## src/rtl/berr_pkg.sv

```systemverilog
package berr_pkg;
   typedef enum logic [1:0] {
      KIND_LOCAL_MEM = 2'd0,
      KIND_LOCAL_IO  = 2'd1,
      KIND_EXP_MEM   = 2'd2,
      KIND_EXP_IO    = 2'd3
   } bus_kind_e;

   // bit positions of the status code, read by software
   localparam int BIT_PAR_LO = 0;
   localparam int BIT_PAR_HI = 1;
   localparam int BIT_TMO    = 2;
   localparam int BIT_PROT   = 3;
   localparam int BIT_XBUS   = 6;
   localparam int BIT_MAPOK  = 7;
   localparam int CODE_BITS  = 8;
endpackage

```

## src/rtl/berr_quiet.sv

```systemverilog
// Decides whether a downstream fault is swallowed (all-ones read, no error).
module berr_quiet #(
   parameter int          ADDR_W      = 24,
   parameter logic [31:0] QUIET_LIMIT = 32'h0070_0000
) (
   input  logic [1:0]        kind_i,
   input  logic [ADDR_W-1:0] addr_i,
   output logic              quiet_o
);
   import berr_pkg::*;

   localparam logic [ADDR_W-1:0] LIMIT_A = QUIET_LIMIT[ADDR_W-1:0];

   logic low_mem;

   assign low_mem = (addr_i < LIMIT_A);

   always_comb begin
      unique case (bus_kind_e'(kind_i))
         KIND_LOCAL_IO:  quiet_o = 1'b1;
         KIND_LOCAL_MEM: quiet_o = low_mem;
         default:        quiet_o = 1'b0;
      endcase
   end
endmodule

```

## src/rtl/berr_code.sv

```systemverilog
// Builds the status code for the winning fault source.
module berr_code #(
   parameter int STAT_W  = 8,
   parameter bit HAS_VME = 1'b1
) (
   input  logic              unmapped_i,
   input  logic              prot_i,
   input  logic              noent_i,
   input  logic [1:0]        par_i,
   input  logic [1:0]        kind_i,
   output logic [STAT_W-1:0] code_o
);
   import berr_pkg::*;

   logic xbus;

   generate
      if (HAS_VME) begin : g_vme
         assign xbus = kind_i[1];
      end else begin : g_novme
         assign xbus = 1'b0;
      end
   endgenerate

   always_comb begin
      code_o = '0;
      if (unmapped_i) begin
         code_o[BIT_PROT] = 1'b1;
      end else if (prot_i) begin
         code_o[BIT_PROT]  = 1'b1;
         code_o[BIT_MAPOK] = 1'b1;
      end else begin
         code_o[BIT_MAPOK]  = 1'b1;
         code_o[BIT_TMO]    = noent_i;
         code_o[BIT_PAR_LO] = par_i[0];
         code_o[BIT_PAR_HI] = par_i[1];
         code_o[BIT_XBUS]   = xbus;
      end
   end
endmodule

```

## src/rtl/berr_status_reg.sv

```systemverilog
module berr_status_reg #(
   parameter int          STAT_W      = 8,
   parameter int          ADDR_W      = 24,
   parameter logic [31:0] QUIET_LIMIT = 32'h0070_0000,
   parameter bit          HAS_VME     = 1'b1
) (
   input  logic              clk,
   input  logic              rst_n,
   input  logic              xl_unmapped_i,
   input  logic              xl_prot_i,
   input  logic              dn_fault_i,
   input  logic              dn_noent_i,
   input  logic [1:0]        dn_par_i,
   input  logic [1:0]        dn_kind_i,
   input  logic [ADDR_W-1:0] dn_addr_i,
   output logic [STAT_W-1:0] status_o,
   output logic              berr_o,
   output logic              ones_o
);
   import berr_pkg::*;

   generate
      if (STAT_W < CODE_BITS) begin : g_bad_width
         $error("STAT_W must hold the 8-bit fault code");
      end
      if (ADDR_W < 1 || ADDR_W > 32) begin : g_bad_addr
         $error("ADDR_W must be 1..32");
      end
   endgenerate

   logic              xl_hit;
   logic              dn_hit;
   logic              quiet;
   logic              load;
   logic [STAT_W-1:0] code;

   assign xl_hit = xl_unmapped_i | xl_prot_i;
   assign dn_hit = dn_fault_i & ~xl_hit;
   assign load   = xl_hit | (dn_hit & ~quiet);

   berr_quiet #(
      .ADDR_W      (ADDR_W),
      .QUIET_LIMIT (QUIET_LIMIT)
   ) u_quiet (
      .kind_i  (dn_kind_i),
      .addr_i  (dn_addr_i),
      .quiet_o (quiet)
   );

   berr_code #(
      .STAT_W  (STAT_W),
      .HAS_VME (HAS_VME)
   ) u_code (
      .unmapped_i (xl_unmapped_i),
      .prot_i     (xl_prot_i),
      .noent_i    (dn_noent_i),
      .par_i      (dn_par_i),
      .kind_i     (dn_kind_i),
      .code_o     (code)
   );

   always_ff @(posedge clk) begin
      if (!rst_n) begin
         status_o <= '0;
         berr_o   <= 1'b0;
         ones_o   <= 1'b0;
      end else begin
         berr_o <= load;
         ones_o <= dn_hit & quiet;
         if (load) status_o <= code;
      end
   end
endmodule

```

## config.mk

```make
export PLATFORM = sky130hd
export DESIGN_NAME = berr_status_reg
export DESIGN_NICKNAME = d
export VERILOG_FILES = /design/src/rtl/berr_pkg.sv /design/src/rtl/berr_quiet.sv /design/src/rtl/berr_code.sv /design/src/rtl/berr_status_reg.sv
export SDC_FILE = /design/constraint.sdc
export NUM_CORES = 1
export LEC_CHECK = 0
export BUFFER_PORTS_ARGS = -buffer_cell sky130_fd_sc_hd__buf_2
export CAP_MARGIN = 20
export CORE_AREA = 2 2 39 41
export CTS_CLUSTER_DIAMETER = 120
export CTS_CLUSTER_SIZE = 16
export DETAILED_ROUTE_END_ITERATION = 8
export DIE_AREA = 0 0 41 43
export GPL_TIMING_DRIVEN = 1
export PLACE_DENSITY = 0.75
export SLEW_MARGIN = 20
export SYNTH_ARGS = -nofsm -noshare
export SYNTH_HDL_FRONTEND = slang
export SYNTH_SLANG_ARGS = --single-unit
```

## constraint.sdc

```tcl
create_clock -name clk -period 1.1 [get_ports clk]
set_input_delay 0.165 -clock clk [delete_from_list [all_inputs] [get_ports clk]]
set_output_delay 0.165 -clock clk [all_outputs]
set_load 0.005 [all_outputs]
```

=== Yosys cells after proc, flatten, opt, wreduce, memory -nomap -nowiden ===
Cells that the tools add are included.

* Bitwise operators: 7
* Muxes and demuxes: 7
* Magnitude comparators: 1
* Reduce and logical (&&, ||, !) cells: 1
* Equality and inequality tests: 1

{| class="wikitable"
|+ Operators with widths
! operator !! count
|-
| < comparator 24 x 23 -> 1 bit (second input constant) || 1
|-
| 2-to-1 mux 3 bit || 2
|-
| AND 1 bit || 3
|-
| 2-to-1 mux 1 bit || 3
|-
| equality test 2 x 1 -> 1 bit (second input constant) || 1
|-
| logical NOT 2 bit || 1
|-
| 2-to-1 mux 2 bit || 1
|-
| inverter 1 bit || 2
|-
| bitwise OR 1 bit || 2
|-
| one-hot mux 1 bit (2 select lines) || 1
|}

* Bits of input ports: 34
* Register bits after elaboration: 8
* Output and inout bits: 10
* Logic and storage cells: 20

=== Depth between registers and ports, before layout ===
* Depth after elaboration: 5
* Depth in mapped cells: 3

=== Modules after synthesis ===
From an unflattened synthesis, not the netlist that was laid out.

* Cells, all modules: 53
* Area total of the unflattened synthesis: 471.7 um^2

{| class="wikitable"
|+ Modules (own cells, without submodules)
! module !! cells an instance !! area each (um^2) !! instances
|-
| berr_status_reg || 42 || 396.6 || 1
|-
| berr_code || 9 || 58.8 || 1
|-
| berr_quiet || 2 || 16.3 || 1
|}

=== Worst setup path before layout ===
Ideal clock, no wire load.

* Path type: input to register
* Start point: input port dn_kind_i[0]
* End point: register status_o[0]
* Data required time: 1.028 ns
* Data arrival time: 0.856 ns
* Path slack: 0.172 ns
* Stages: 3
* Cells stage by stage: nand4b_4 > a31oi_2 > mux2i_1

* Cells in the longest elaborated chain, start to end: 5

{| class="wikitable"
|+ RTL lines
! element !! RTL line !! RTL
|-
| start: declaration || berr_status_reg.sv:14 || <nowiki>input logic [1:0] dn_kind_i,</nowiki>
|-
| equality test 2 x 1 -> 1 bit or logical NOT 2 bit (tied branches) || berr_quiet.sv:19 || <nowiki>unique case (bus_kind_e'(kind_i))</nowiki>
|-
| one-hot mux 1 bit (2 select lines) (*) || berr_quiet.sv:19 ||
|-
| inverter 1 bit (*) || berr_status_reg.sv:39 || <nowiki>assign load = xl_hit | (dn_hit & ~quiet);</nowiki>
|-
| AND 1 bit (*) || berr_status_reg.sv:39 ||
|-
| bitwise OR 1 bit (*) || berr_status_reg.sv:39 ||
|-
| end signal: assignment || berr_status_reg.sv:70 || <nowiki>if (load) status_o <= code;</nowiki>
|-
| end: declaration || berr_status_reg.sv:16 || <nowiki>output logic [STAT_W-1:0] status_o,</nowiki>
|}

Every way passes the cells marked *; elsewhere a longest branch is shown, timed or not.
A chain may end at the register's enable or synchronous reset.

=== Worst setup path after layout ===
* Start point: register status_o[6]
* End point: output port status_o[6]

No word-level cell between the ends.

==> results.md <==
* Status: finished, final reports clean
* Sequential fraction of the synthesis area at 0.437
* Crit path DAT at about 0.68 ns
* Leak Pwr at 0.000267 µW
* Switching Fraction at 0.230
* Pwr/cell area at between 1000 and 1500 nW/µm²
* Combinational Power Share at 0.147
* Layout cells sized above 1 at 0.500
* RSZ-0062 raised after global routing: no
* Crit path launch type: flop
* Ys Warns at 0
* Starting Density at 0.265
* Final Core Density at 0.374
* CTS clock-pin slew for the worst setup and hold paths at 0.06 ns
* DR WL met2 at 310 µm
* Area grow syn2layout at 41.3%
* Peak VDD IR at around 0.67 mV
* First-pass iteration count of the detailed router at 3
* Number of global-route vias before repair at about 240
* DIE AREA at 1760 µm²
* First-pass GRT wire length at between 900 and 1000 µm
* Post-DR wirelength/cell at 8.79 µm
* Final setup TNS at 0 ns
* Die Ht at around 43 µm
* Max-Cap Viols at 0
* Seq cells post-synth at 8
* Pwr Total at between 600 and 700 µW
* H-Tree Level Count at 1
* WP buf/inv at 1
* CTS Buf Count at 3
* Crit path capture type: output port
* Clock Skew at 0 ns
* DR top layer: met3
* Final worst path period need at 0.850 ns
* Post-cts resize count at 0
* I/O Pins at 44
* CP max FO at 2
* WL met1 at between 300 and 400 µm
* Clock tree buffer depth at 2
* Number of fillers in the final layout at 158
* Pint at ~480 µW
* Hold buffers post-CTS at 0
* Setup Buffers After CTS at 0
* Clock share of power at 0.359
* Mapped Area at ~370 µm²
* Worst-Skew Late Latency at about 0.24 ns
* Final Max Slew Viols at 0
* Row count at 14
* # nets final at 98
* WHS at approximately 0.16 ns
* Final GP Congestion at between 0.6 and 0.7
* Antenna-violating nets left at 0
* Pin count of the biggest net entering global routing at 10
* Gr ovfl total at 0
* NetSw at ~140 µW
* Initial antenna violation count at 0
* FMAX at between 1 and 1.5 GHz
* Final Hold Fails at 0
* DRT Wirelength at around 700 µm
* Drt first-iter violations at 5
* Worst Path Required at ~0.94 ns
* Via density at about 4.3
* CP max-delay cell: dfxtp_1
* Crit Path Class: flop to output port
* Total GRT Usage at 0.0814
* Antenna Cells at 0
* Vias post-DR at around 340
* DRC viols at 0
* Synthesized area per cell at ~9.9 µm²
* Netlist cell types at 15
* Sequential power share at 0.494
* Worst Hold Class: primary input to flop
* Sink Count at 8
* CP delay by family, top: flip-flops
* Final setup violation count at 0
* Sequence of cells on the critical path: buf_2
* CTS tree: yes
* Final worst-path cycle share at 0.772
* Clock root buffer: clkbuf_4
* DP Wirelength at 590 µm
* CORE AREA at roughly 1400 µm²
* Slowest stage delay, CP at 0.33 ns
* Mapped Cells at 37
* Die Width at 41 µm
* Port Buffers at 21
* Routed wl met3 at 73 µm
flip-flops by register name, indices dropped and copies added (netlist names):
register  flops
berr_o        1
status_o      6
ones_o        1
layout make-up:
type / instances / area, µm² / area share
Sequential cell: 8 / 160 / 0.309
Timing Repair Buffer: 23 / 120 / 0.232
Tap cell: 16 / 20.0 / 0.0386
Inverter: 3 / 11.3 / 0.0217
Clock buffer: 3 / 22.5 / 0.0435
Multi-Input combinational cell: 25 / 184 / 0.355
worst paths after layout:
kind,startpoint,endpoint,slack (ns),cells past startpoint
worst min-delay path,dn_noent_i,status_o[2],0.16,3
worst max register to register,status_o[7],status_o[7],0.30,1
worst min register to register,status_o[3],status_o[3],0.46,2
worst max-delay path,status_o[6],status_o[6],0.25,1
kinds of logic after synthesis:
logic type | after synthesis | synth area share
AND/OR/NAND/NOR | 14 | 0.266
multiplexers | 3 | 0.0819
buffers and inverters | 5 | 0.0717
AO/OA/AOI/OAI | 6 | 0.133
flip-flops | 8 | 0.437
other | 1 | 0.0102
power groups by stage:
stage | clock [µW] | combinational, µW | sequential [µW]
floorplan | 0 | 40.7 | 313
global placement | 0 | 90.9 | 311
detailed placement | 0 | 92.3 | 311
CTS | 233 | 92.4 | 305
global route | 252 | 101 | 306
finish | 221 | 90.7 | 305
per-layer routing:
metal	global-route usage	vias to the layer above
met4	0.0400	0
met1	0.106	147
met2	0.103	16
met3	0.0471	0
met5	0	-
li1	-	173
through the flow:
step	setup WS, ns	std cells	cell area, µm²
4_1_cts	0.232	78	518
3_3_place_gp	0.0263	75	495
6_report	0.250	78	518
3_5_place_dp	0.00316	75	495
5_1_grt	0.205	78	518
2_1_floorplan	0.172	38	370
cells in the mapped netlist:
library cell	number	area share
nand2_1	9	0.092
dfxtp_1	8	0.44
inv_1	3	0.031
mux2i_1	3	0.082
o21ai_0	3	0.041
buf_4	2	0.041
a31oi_2	1	0.034
and4b_1	1	0.027
conb_1	1	0.010
nand2b_1	1	0.017
nand3_1	1	0.014
nand4b_4	1	0.065
nor3b_4	1	0.051
o311a_2	1	0.031
o31a_2	1	0.027
layout by cell type, fill, tap and decap left out:
cell / n
o21ai_0: 3
mux2i_1: 3
dfxtp_1: 8
nand2b_1: 1
nand2_1: 9
o31a_2: 1
conb_1: 2
a31oi_2: 1
nor3b_4: 1
nand3_1: 1
and4b_1: 1
inv_1: 3
nand4b_4: 1
buf_2: 21
o311a_2: 1
buf_4: 2
clkbuf_4: 3
No activity file was read; power rests on OpenSTA's default activity.
